File: config.mk
export PLATFORM = sky130hd
export DESIGN_NAME = dual_addr_latch
export DESIGN_NICKNAME = d
export VERILOG_FILES = /design/src/rtl/addr_latch_pkg.sv /design/src/rtl/alatch_ctrl.sv /design/src/rtl/alatch_bank.sv /design/src/rtl/alatch_addr_mon.sv /design/src/rtl/dual_addr_latch.sv
export SDC_FILE = /design/constraint.sdc
export NUM_CORES = 1
export LEC_CHECK = 0
export BUFFER_PORTS_ARGS = -buffer_cell sky130_fd_sc_hd__buf_2
export CORE_MARGIN = 10
export CORE_UTILIZATION = 35
export CTS_BUF_LIST = sky130_fd_sc_hd__clkbuf_8
export DETAILED_ROUTE_END_ITERATION = 16
export PLACE_DENSITY = 0.69
export SLEW_MARGIN = 0
export SYNTH_ARGS = -nofsm -noshare
export SYNTH_HDL_FRONTEND = slang
export SYNTH_SLANG_ARGS = --single-unit
File: constraint.sdc
create_clock -name clk -period 1.31 [get_ports clk]
set_clock_uncertainty 0.2 [all_clocks]
set_input_delay 0.262 -clock clk [delete_from_list [all_inputs] [get_ports clk]]
set_output_delay 0.262 -clock clk [all_outputs]
set_load 0.05 [all_outputs]
File: src/rtl/addr_latch_pkg.sv
package addr_latch_pkg;

    localparam int DEF_BANKS = 2;
    localparam int DEF_BITS  = 4;

    typedef enum logic [1:0] {
        MODE_CLEAR = 2'd0,
        MODE_DEMUX = 2'd1,
        MODE_WRITE = 2'd2,
        MODE_HOLD  = 2'd3
    } latch_mode_e;

    function automatic latch_mode_e decode_mode(input logic en_n, input logic clr_n);
        latch_mode_e m;
        case ({en_n, clr_n})
            2'b10:   m = MODE_CLEAR;
            2'b00:   m = MODE_DEMUX;
            2'b01:   m = MODE_WRITE;
            default: m = MODE_HOLD;
        endcase
        return m;
    endfunction

endpackage

File: src/rtl/alatch_ctrl.sv
module alatch_ctrl
    import addr_latch_pkg::*;
#(
    parameter int BITS   = DEF_BITS,
    parameter int ADDR_W = $clog2(BITS)
) (
    input  logic              en_n,
    input  logic              clr_n,
    input  logic [ADDR_W-1:0] addr,
    output latch_mode_e       mode,
    output logic [BITS-1:0]   sel
);

    always_comb mode = decode_mode(en_n, clr_n);

    for (genvar i = 0; i < BITS; i++) begin : g_sel
        assign sel[i] = (addr == ADDR_W'(i));
    end

endmodule

File: src/rtl/alatch_bank.sv
module alatch_bank
    import addr_latch_pkg::*;
#(
    parameter int BITS = DEF_BITS
) (
    input  logic            clk,
    input  logic            rst,
    input  latch_mode_e     mode,
    input  logic [BITS-1:0] sel,
    input  logic            din,
    output logic [BITS-1:0] q
);

    logic [BITS-1:0] dmask;
    logic [BITS-1:0] q_next;

    always_comb begin
        dmask = sel & {BITS{din}};
        case (mode)
            MODE_CLEAR: q_next = '0;
            MODE_DEMUX: q_next = dmask;
            MODE_WRITE: q_next = (q & ~sel) | dmask;
            default:    q_next = q;
        endcase
    end

    always_ff @(posedge clk) begin
        if (rst) q <= '0;
        else     q <= q_next;
    end


    reset_zero_chk: assert property (@(posedge clk) rst |=> (q == '0));

    clear_zero_chk: assert property (@(posedge clk) disable iff (rst)
        (mode == MODE_CLEAR) |=> (q == '0));

    demux_single_chk: assert property (@(posedge clk) disable iff (rst)
        (mode == MODE_DEMUX) |=> ($countones(q) <= 1));

    write_keep_others_chk: assert property (@(posedge clk) disable iff (rst)
        (mode == MODE_WRITE) |=> (((q ^ $past(q)) & ~$past(sel)) == '0));

    hold_stable_chk: assert property (@(posedge clk) disable iff (rst)
        (mode == MODE_HOLD) |=> $stable(q));

endmodule

File: src/rtl/alatch_addr_mon.sv
module alatch_addr_mon
    import addr_latch_pkg::*;
#(
    parameter int ADDR_W = 2
) (
    input  logic              clk,
    input  logic              rst,
    input  latch_mode_e       mode,
    input  logic [ADDR_W-1:0] addr,
    output logic              warn
);

    logic [ADDR_W-1:0] prev_addr;
    logic [ADDR_W-1:0] diff;

    assign diff = addr ^ prev_addr;

    always_ff @(posedge clk) begin
        if (rst) begin
            prev_addr <= '0;
            warn      <= 1'b0;
        end else begin
            prev_addr <= addr;
            warn      <= (mode == MODE_WRITE) && ($countones(diff) > 1);
        end
    end


    warn_only_after_write_chk: assert property (@(posedge clk) disable iff (rst)
        warn |-> ($past(mode) == MODE_WRITE));

    warn_quiet_single_step_chk: assert property (@(posedge clk) disable iff (rst)
        ($countones(addr ^ prev_addr) <= 1) |=> !warn);

endmodule

File: src/rtl/dual_addr_latch.sv
module dual_addr_latch
    import addr_latch_pkg::*;
#(
    parameter int BANKS    = DEF_BANKS,
    parameter int BITS     = DEF_BITS,
    parameter bit HAS_WARN = 1'b1,
    localparam int ADDR_W  = $clog2(BITS),
    localparam int Q_W     = BANKS * BITS
) (
    input  logic              clk,
    input  logic              rst,
    input  logic [ADDR_W-1:0] addr,
    input  logic              en_n,
    input  logic              clr_n,
    input  logic [BANKS-1:0]  din,
    output logic [Q_W-1:0]    q,
    output logic              addr_warn
);

    latch_mode_e     mode;
    logic [BITS-1:0] sel;

    alatch_ctrl #(.BITS(BITS), .ADDR_W(ADDR_W)) u_ctrl (
        .en_n  (en_n),
        .clr_n (clr_n),
        .addr  (addr),
        .mode  (mode),
        .sel   (sel)
    );

    for (genvar b = 0; b < BANKS; b++) begin : g_bank
        alatch_bank #(.BITS(BITS)) u_bank (
            .clk  (clk),
            .rst  (rst),
            .mode (mode),
            .sel  (sel),
            .din  (din[b]),
            .q    (q[b*BITS +: BITS])
        );
    end

    if (HAS_WARN) begin : g_warn
        alatch_addr_mon #(.ADDR_W(ADDR_W)) u_mon (
            .clk  (clk),
            .rst  (rst),
            .mode (mode),
            .addr (addr),
            .warn (addr_warn)
        );
    end else begin : g_nowarn
        assign addr_warn = 1'b0;
    end


    banks_share_hold_chk: assert property (@(posedge clk) disable iff (rst)
        (mode == MODE_HOLD) |=> $stable(q));

endmodule

* Word-level counts from Yosys, hierarchy flattened
Index checks and enable logic that the tools add are counted.
** Cells by class
- Add/sub/neg operators :: 1
- $lt $le $gt $ge :: 1
- Equality and inequality tests :: 7
- Mux-type cells :: 3
- Bitwise gates (word level) :: 8
- Reduce and logical (&&, ||, !) cells :: 5
** Operators by type and width (number)
- 32-bit by 2-bit > comparator with 1-bit output, second input constant :: 1
- 4-bit one-hot mux with 3 select lines :: 2
- 4-bit bitwise AND :: 4
- 2-bit == test, second input constant :: 4
- 4-bit OR :: 2
- 2-bit by 1-bit == test with 1-bit output, second input constant :: 3
- 2-bit logical NOT :: 3
- 2-bit one-hot mux with 3 select lines :: 1
- 4-bit NOT :: 1
- 3-bit nonzero test :: 1
- 1-bit by 1-bit adder with 2-bit output :: 1
- 2-bit bitwise XOR :: 1
- 1-bit logical AND :: 1
** Word-level totals
- Register bits :: 11
- Output and inout port bits :: 9
- Logic and storage cells :: 29

* Logic depth before layout (Yosys ltp)
Gate-level depths: netlist of run 1.
- Depth after elaboration :: 5
- Gate-level depth with buffers :: 3

* By module
From an unflattened synthesis of run 1, not the netlist that was laid out.
** Unflattened totals
- Cell total of the unflattened synthesis :: 71
- Area total of the unflattened synthesis :: 639.4 um2
** By module, submodules not included
- alatch_bank :: instances 2, cells an instance 27, area an instance 237.7 um2, seq. area each 80.1 um2
- alatch_addr_mon :: instances 1, cells an instance 9, area an instance 102.6 um2, seq. area each 60.1 um2
- alatch_ctrl :: instances 1, cells an instance 8, area an instance 61.3 um2, seq. area each 0.0 um2

* Worst setup path after synthesis of run 1
OpenSTA, ideal clock, no wires.
- Path type :: flip-flop to flip-flop
- Start point :: reg g_bank[0].u_bank.q[0]
- End point :: reg g_bank[0].u_bank.q[0]
- Library setup time :: 0.072 ns
- Arrival time :: 0.845 ns
- Data required time :: 1.038 ns
- Slack :: 0.194 ns
- Cell stages (with the launch flop) :: 3
- Clock period less this slack :: 1.116 ns
- Path through :: dfxtp_1 nand3b_1 mux2i_1
** On the way
- Longest elaborated chain between the ends :: 3
** RTL lines
- start: declaration :: RTL line alatch_bank.sv:11 : output logic [BITS-1:0] q
- start signal: assignment :: RTL line alatch_bank.sv:29 : else q <= q_next;
- 4-bit bitwise AND :: RTL line alatch_bank.sv:22 : MODE_WRITE: q_next = (q & ~sel) | dmask;
- 4-bit OR :: RTL line alatch_bank.sv:22
- 4-bit one-hot mux with 3 select lines :: RTL line alatch_bank.sv:19 : case (mode)
Every way passes these cells.
A chain may end at the register's enable or synchronous reset.

* Worst setup path after layout of run 1
- Start point :: reg g_bank[0].u_bank.q[3]
- End point :: out q[3]
** RTL lines
- end: declaration :: RTL line dual_addr_latch.sv:16 : output logic [Q_W-1:0] q,
No word-level cell between the ends.

==> run metrics, run 1 <==
First-pass DRT Iterations=2; Ports=17; Buf/Inv on CP=1; Max rail drop VDD=0.000514 V; period utilisation layout=slightly below 100%; R2R setup slack=0.40 ns; first-pass GRT wire length=1700 um; status=completed; fmax=0.782 GHz; DRT iter0 DRCs=9; syn nets=between 40 and 50; synth warn=0; Synth Instances=slightly above 40; routed vias/inst=4.95; Post-Place Setup Slack=0.0519 ns; crit path launch type=flip-flop; clk sinks=11; clock latency at the later pin of the worst-skew pair=0.23 ns; postcts setup bufs=0; Crit Path Max Fanout=2; critical path class=flip-flop to output port; Slew Limit Fails=0; Distinct cells, synth=11; Die Ht=56.6 um; wire per inst=13.8 um; total wire length=a little over 1000 um; final setup violation count=0; worst min path class=input pin to flip-flop; FF+latch count, synth=11; type of destination of the critical path=output port; Worst-Margin Slew=0.256 ns; Area growth syn-to-layout=31.0%; post-cts repair resize count=0; grt ovf=0; pwr/cell area=approximately 1300 mW/mm2; reg2reg path depth=2; cell area after synthesis=between 400 and 500 um2; Slew headroom=83.1%; Largest stage delay, worst path=0.32 ns; Initial Util=36.4%; I/O Buffers=16; Avg Cell Area, Syn=11.4 um2; CTS H-tree depth=1; setup tns final=0 ns; vias in the first global route=367; CP top delay family=flip-flops; drt drc=0; Hold Startpoint=en_n; Lkg Pwr=0.273 nW; # rows=13; Hold Buf Count CTS=0; clock-pin slew on the worst setup and hold paths=0.05 ns; worst hold stages=2; deepest clock path buffer count=2; initial antenna violation count=0; CTS tree=done; share of cells above drive strength 1=a little under two fifths; gpl congestion=0.723; hold endpoint=g_warn.u_mon.warn$_SDFF_PP0_; Yosys top cell area share=47.1%; min Tclk post-route=1.28 ns; Reg2Reg Capture Point=g_warn.u_mon.warn$_SDFF_PP0_; leading area contributor after synthesis=dfxtp_1; Critical R2R Launch=g_warn.u_mon.prev_addr[0]$_SDFF_PP0_; Core Area=approximately 0.0013 mm2; gr usage total=6.82%; Clock Tree Root=clkbuf_8; n_diodes=0; setup ws final=0.0309 ns; Critical Path RT=0.85 ns; most area-consuming cells after synthesis=dfxtp_1 47%, mux2i_1 17%, nand3b_1 14%, nor3b_2 5.3%, nand2b_1 4.0%; crit-path cells=buf_2; # nets final=68; ANT nets after route=0; Max-cap violations=0; Final Hold Fails=0; sequential fraction of the synthesis area=47.1%; Horiz. Die Dim=56.6 um; largest net degree at the start of global routing=14; RSZ-0062 raised after global routing=no; die area=about 0.0032 mm2; slowest CP cell=dfxtp_1; CTS Buf Count=3; vias=366; CP Data Arrival Time=0.82 ns
layout make-up:
type | instances | area [um2]
timing repair buffer | 16 | 90.1
tap | 15 | 18.8
fill | 121 | 672
multi-input combinational | 28 | 239
clock buffer | 3 | 41.3
sequential | 11 | 220
clock inverter | 1 | 3.75
registers in the layout, summed over array words and instances (netlist names):
name,cells
g_warn.u_mon.prev_addr,2
g_warn.u_mon.warn,1
g_bank.u_bank.q,8
power by group:
| part | total [mW] | internal (mW) | switching (mW) |
|---|---|---|---|
| sequential | 0.349 | 0.345 | 0.00410 |
| combinational | 0.0919 | 0.0360 | 0.0559 |
| clock | 0.326 | 0.205 | 0.121 |
| total | 0.767 | 0.587 | 0.181 |
layout by cell type, fill, tap and decap left out:
| master | instances |
|---|---|
| mux2i_1 | 8 |
| inv_1 | 1 |
| nor3b_2 | 2 |
| clkbuf_4 | 4 |
| nor4_1 | 1 |
| nand2b_1 | 3 |
| buf_2 | 12 |
| or3_4 | 1 |
| dfxtp_1 | 11 |
| nand3b_1 | 9 |
| clkbuf_8 | 3 |
| xnor2_1 | 2 |
| nor2b_1 | 2 |
cells in the mapped netlist:
cell type	n
or3_4	1
dfxtp_1	11
nor4_1	1
xnor2_1	2
clkbuf_2	1
nand2b_1	3
clkbuf_1	1
mux2i_1	8
nor3b_2	2
nand3b_1	9
nor2b_1	2
worst max path at each step:
stage / startpoint / endpoint / slack [ns] / cells past startpoint
global placement: addr[1] / g_bank[1].u_bank.q[0]$_SDFFE_PP0P_ / 0.06 / 3
detailed placement: addr[1] / g_bank[1].u_bank.q[0]$_SDFFE_PP0P_ / 0.05 / 3
finish: g_bank[0].u_bank.q[3]$_SDFFE_PP0P_ / q[3] / 0.03 / 1
CTS: g_bank[0].u_bank.q[2]$_SDFFE_PP0P_ / q[2] / 0.01 / 1
floorplan: g_bank[0].u_bank.q[0]$_SDFFE_PP0P_ / g_bank[0].u_bank.q[0]$_SDFFE_PP0P_ / 0.19 / 2
global route: g_bank[0].u_bank.q[1]$_SDFFE_PP0P_ / q[1] / 0.002 / 1
per-layer routing:
layer  vias up  track usage (%)  part of all wire [%]
li1        182                -                     -
met1       169             6.39                    44
met2        13             10.8                    47
met3         2             2.47                   7.3
met4         0             7.22                   2.2
met5         -                0                     0
stage by stage:
stage / hold WS, ns / cells / area, um2 / total power, mW / utilization [%]
2_1_floorplan: 0.138 / 41 / 468 / 0.418 / -
3_3_place_gp: 0.271 / 70 / 558 / 0.446 / 43.4
3_5_place_dp: 0.279 / 70 / 558 / 0.448 / 43.4
4_1_cts: 0.0759 / 74 / 603 / 0.778 / 46.9
5_1_grt: 0.0838 / 74 / 613 / 0.802 / 47.7
6_report: 0.0799 / 74 / 613 / 0.767 / 47.7
kinds of logic (layout without fill, tap and decap cells):
logic type             Yosys count  count (layout)  share of synthesized area (%)
XOR/XNOR                         2               2                           3.74
buffers and inverters            2              20                           1.87
AND/OR/NAND/NOR                 18              18                           30.2
multiplexers                     8               8                           17.1
flip-flops                      11              11                           47.1
No activity file was read; power rests on OpenSTA's default activity.
==> run 2: changes to the inputs <==
Settings changed: HOLD_SLACK_MARGIN set to 0.08, TNS_END_PERCENT set to 20.
==> run metrics, run 2 (same netlist as run 1, synthesis figures left out) <==
dpl cells=70 (unchanged); # nets final=69 (was 68); RSZ-0062 raised after global routing=no (unchanged); DRT iter0 DRCs=6 (was 9); final setup violation count=0 (unchanged); CTS tree=done (unchanged); period utilisation layout=97.6% (about the same); Multi-input gate area=239 um2 (unchanged); clk sinks=11 (unchanged); share of cells above drive strength 1=36.7% (was 37.3%); Slew Limit Fails=0 (unchanged); Non-Filler Instances=75 (was 74); crit path launch type=flip-flop (unchanged); FILL cells=120 (was 121); max reg flops=8 (unchanged); grt ovf=0 (unchanged); Final Hold Fails=0 (unchanged); Max-cap violations=0 (unchanged); worst min path class=input pin to flip-flop (unchanged); first-pass GRT wire length=1710 um (was 1700 um); Final Core Density=48.5% (was 47.7%); # rows=13 (unchanged); clock-pin slew on the worst setup and hold paths=0.05 ns (about the same); crit-path cells=buf_2 (unchanged); ANT nets after route=0 (unchanged); Crit Path Max Fanout=2 (unchanged); total power=0.769 mW (was 0.767 mW); CP top delay family=flip-flops (unchanged); slowest CP cell=dfxtp_1 (unchanged); pwr/cell area=1230 mW/mm2 (was 1250 mW/mm2); Clock Tree Root=clkbuf_8 (unchanged); Largest stage delay, worst path=0.32 ns (about the same); Horiz. Die Dim=56.6 um (unchanged); Worst-Margin Slew=0.256 ns (unchanged); wire per inst=13.7 um (was 13.8 um); Buf/Inv on CP=1 (unchanged); Area growth syn-to-layout=33.2% (was 31.0%); Slew headroom=83.1% (unchanged); Biggest register=g_bank.u_bank.q (unchanged); Critical Path RT=0.85 ns (about the same); initial antenna violation count=0 (unchanged); vias=368 (was 366); gr usage total=6.87% (was 6.82%); CTS H-tree depth=1 (unchanged); min Tclk post-route=1.28 ns (about the same); most frequent cells in the layout=12 x buf_2, 11 x dfxtp_1, 9 x nand3b_1 (unchanged); type of destination of the critical path=output port (unchanged); Lkg Pwr=0.278 nW (was 0.273 nW); gpl congestion=0.723 (unchanged); setup tns final=0 ns (unchanged); biggest registers after layout=g_bank.u_bank.q (8), g_warn.u_mon.prev_addr (2), g_warn.u_mon.warn (1) (unchanged); vias in the first global route=370 (was 367); Ports=17 (unchanged); fmax=0.782 GHz (about the same); Core Area=0.00128 mm2 (unchanged); largest net degree at the start of global routing=14 (unchanged); most common cell after layout, fill and taps aside=buf_2 (unchanged); CTS Buf Count=3 (unchanged); First-pass DRT Iterations=2 (unchanged); register area=220 um2 (unchanged); Die Ht=56.6 um (unchanged); critical path class=flip-flop to output port (unchanged); die area=0.00320 mm2 (unchanged); total wire length=1030 um (was 1020 um); deepest clock path buffer count=2 (unchanged); n_diodes=0 (unchanged); Initial Util=36.4% (unchanged); routed vias/inst=4.91 (was 4.95); clock latency at the later pin of the worst-skew pair=0.23 ns (about the same); I/O Buffers=16 (unchanged); CP Data Arrival Time=0.82 ns (about the same); Max rail drop VDD=0.000518 V (was 0.000514 V); status=completed (unchanged); drt drc=0 (unchanged)
-- run 2: changes by cell type in the layout (fill, tap and decap cells not counted), sizes merged --
cell	previous run	this run
dlygate4sd3	0	1
-- run 2: layout make-up --
class,count,area share (%)
multi-input cells,28,38.4
well taps,15,3.01
flip-flops and latches,11,35.3
clock buffers,3,6.63
clock inverters,1,0.602
repair buffers,17,16.1
-- run 2: worst paths after layout --
check                                             from                                   end  slack [ns]  depth (start not counted)
setup / recovery    g_bank[0].u_bank.q[3]$_SDFFE_PP0P_                                  q[3]        0.03                          1
hold / removal                                     rst  g_warn.u_mon.prev_addr[0]$_SDFF_PP0_        0.12                          2
setup reg to reg  g_warn.u_mon.prev_addr[0]$_SDFF_PP0_          g_warn.u_mon.warn$_SDFF_PP0_        0.40                          2
hold reg to reg     g_bank[0].u_bank.q[1]$_SDFFE_PP0P_    g_bank[0].u_bank.q[1]$_SDFFE_PP0P_        0.28                          2
-- run 2: metal layers --
layer  part of all wire [%]  up-vias  routed length [um]  track usage (%)
met4                    2.1        0                  22             7.22
met3                    7.2        2                  74             2.47
li1                       -      184                   -                -
met1                     44      169                 454             6.52
met2                     46       13                 476             10.8
met5                      0        -                   0                0
-- run 2: repair_timing --
item,in CTS,in global routing
hold buffers,1,0
setup buffers,0,0
gates resized for setup,0,4
hold endpoints to repair,1,0
endpoints found under the setup margin,0,4
-- run 2: stage by stage --
step,hold slack (ns),instance area [um2],worst slack [ns]
finish,0.124,623,0.0310
global route,0.143,623,0.00240
CTS,0.129,613,0.0108
detailed placement,0.279,558,0.0519
global placement,0.271,558,0.0642
floorplan,0.138,468,0.194
-- run 2: power by group --
part	internal (mW)	switching, mW	leakage (nW)
clock network	0.205	0.121	0.0269
logic	0.0380	0.0562	0.161
registers	0.345	0.00408	0.0896
==> run 3: changes to the inputs <==
Settings changed: CORE_AREA set to 10 10 47 49, CORE_MARGIN 10 to not set, CORE_UTILIZATION 35 to not set, DIE_AREA set to 0 0 57 59.
Clock period 1.31 ns to 1.6 ns, I/O delays scaled along.
==> run metrics, run 3 (same netlist as run 1, synthesis figures left out) <==
Hold Buf Count CTS=0 (was 1); grt ovf=0 (unchanged); total wire length=994 um (was 1030 um); worst hold stages=2 (unchanged); slowest CP cell=dfxtp_1 (unchanged); Final Hold Fails=0 (unchanged); Buf/Inv on CP=1 (unchanged); Final Core Density=43.1% (was 48.5%); Max-cap violations=0 (unchanged); clock latency at the later pin of the worst-skew pair=0.23 ns (about the same); # rows=14 (was 13); post-cts repair resize count=0 (unchanged); ANT nets after route=0 (unchanged); # nets final=68 (was 69); biggest registers after layout=g_bank.u_bank.q (8), g_warn.u_mon.prev_addr (2), g_warn.u_mon.warn (1) (unchanged); Lkg Pwr=0.276 nW (was 0.278 nW); Crit Path Max Fanout=2 (unchanged); period utilisation layout=84.0%; min Tclk post-route=1.34 ns; status=completed (unchanged); Max rail drop VDD=0.000636 V (was 0.000518 V); drt drc=0 (unchanged); R2R setup slack=0.69 ns (was 0.40 ns); postcts setup bufs=0 (unchanged); gr usage total=6.99% (was 6.87%); M3 GR Usage=5.15% (was 2.47%); CP top delay family=flip-flops (unchanged); hold endpoint=g_warn.u_mon.warn$_SDFF_PP0_ (was g_warn.u_mon.prev_addr[0]$_SDFF_PP0_); vias in the first global route=398 (was 370); most frequent cells in the layout=16 x buf_2, 11 x dfxtp_1, 9 x nand3b_1 (was 12 x buf_2, 11 x dfxtp_1, 9 x nand3b_1); DRT iter0 DRCs=2 (was 6); vias=366 (was 368); final setup violation count=0 (unchanged); routed vias/inst=4.88 (was 4.91); worst min path class=input pin to flip-flop (unchanged); Top Usage Layer GRT=met2 (unchanged); Ports=17 (unchanged); Slew headroom=82.9% (was 83.1%); CTS H-tree depth=1 (unchanged); FILL cells=146 (was 120); Horiz. Die Dim=57 um (was 56.6 um); die area=0.00336 mm2 (was 0.00320 mm2); deepest clock path buffer count=2 (unchanged); gpl congestion=0.703 (was 0.723); pwr/cell area=1030 mW/mm2 (was 1230 mW/mm2); n_diodes=0 (unchanged); Multi-input gate area=239 um2 (unchanged); Critical Path RT=1.08 ns (was 0.85 ns); Slew Limit Fails=0 (unchanged); met1 GRT Util=7.09% (was 6.52%); crit-path cells=buf_2 (unchanged); M2 GR Usage=9.77% (was 10.8%); largest net degree at the start of global routing=14 (unchanged); most common cell after layout, fill and taps aside=buf_2 (unchanged); setup tns final=0 ns (unchanged); Worst-Margin Slew=0.258 ns (was 0.256 ns); wire per inst=13.3 um (was 13.7 um); share of cells above drive strength 1=37.3% (was 36.7%); First-pass DRT Iterations=3 (was 2); type of destination of the critical path=output port (unchanged); Biggest register=g_bank.u_bank.q (unchanged); CP Data Arrival Time=0.82 ns (about the same); RSZ-0062 raised after global routing=no (unchanged); Core Area=0.00140 mm2 (was 0.00128 mm2); clock-pin slew on the worst setup and hold paths=0.05 ns (about the same); Reg2Reg Capture Point=g_warn.u_mon.warn$_SDFF_PP0_ (unchanged); critical path class=flip-flop to output port (unchanged); register area=220 um2 (unchanged); I/O Buffers=16 (unchanged); CTS Buf Count=3 (unchanged); crit path launch type=flip-flop (unchanged); Largest stage delay, worst path=0.32 ns (about the same); Critical R2R Launch=g_warn.u_mon.prev_addr[0]$_SDFF_PP0_ (unchanged); first-pass GRT wire length=1800 um (was 1710 um); Initial Util=33.4% (was 36.4%); max reg flops=8 (unchanged); reg2reg path depth=2 (unchanged); fmax=around 0.74 GHz; Hold Startpoint=en_n (was rst); CTS tree=done (unchanged); initial antenna violation count=0 (unchanged); clk sinks=11 (unchanged); Die Ht=59 um (was 56.6 um); Fin Hold WS=0.137 ns (was 0.124 ns); dpl hpwl=roughly 760 um; Area growth syn-to-layout=29.1% (was 33.2%); Clock Tree Root=clkbuf_8 (unchanged)
[run 3: final cells by class]
| class | instances | area share (%) |
|---|---|---|
| clock buffer | 3 | 6.83 |
| sequential | 11 | 36.4 |
| multi-input combinational | 28 | 39.5 |
| tap | 16 | 3.31 |
| timing repair buffer | 16 | 13.3 |
| clock inverter | 1 | 0.621 |
[run 3: per-stage QoR]
stage | area [um2] | total power, mW | setup WS, ns | instances
after CTS | 604 | 0.631 | 0.250 | 75
after floorplan | 468 | 0.342 | 0.466 | 41
after detailed placement | 559 | 0.365 | 0.287 | 71
after global routing | 604 | 0.662 | 0.203 | 75
final | 604 | 0.623 | 0.256 | 75
after global placement | 559 | 0.365 | 0.301 | 71
[run 3: per-layer routing]
layer / up-vias / part of all wire [%]
li1: 179 / -
met1: 167 / 41
met2: 16 / 44
met3: 4 / 13
met4: 0 / 2.1
met5: - / 0
[run 3: worst max path at each step]
stage / startpoint / endpoint / slack (ns) / cells past startpoint
2_1_floorplan: addr[1] / g_bank[0].u_bank.q[0]$_SDFFE_PP0P_ / 0.47 / 2
3_3_place_gp: addr[1] / g_bank[1].u_bank.q[0]$_SDFFE_PP0P_ / 0.30 / 3
3_5_place_dp: addr[1] / g_bank[1].u_bank.q[0]$_SDFFE_PP0P_ / 0.29 / 3
4_1_cts: g_bank[0].u_bank.q[0]$_SDFFE_PP0P_ / q[0] / 0.25 / 1
5_1_grt: g_bank[1].u_bank.q[0]$_SDFFE_PP0P_ / q[4] / 0.20 / 1
6_report: g_bank[1].u_bank.q[2]$_SDFFE_PP0P_ / q[6] / 0.26 / 1
[run 3: power breakdown]
| group | total (mW) | switching [mW] | internal [mW] |
|---|---|---|---|
| Clock | 0.263 | 0.0957 | 0.168 |
| Sequential | 0.286 | 0.00313 | 0.283 |
| Combinational | 0.0732 | 0.0448 | 0.0284 |
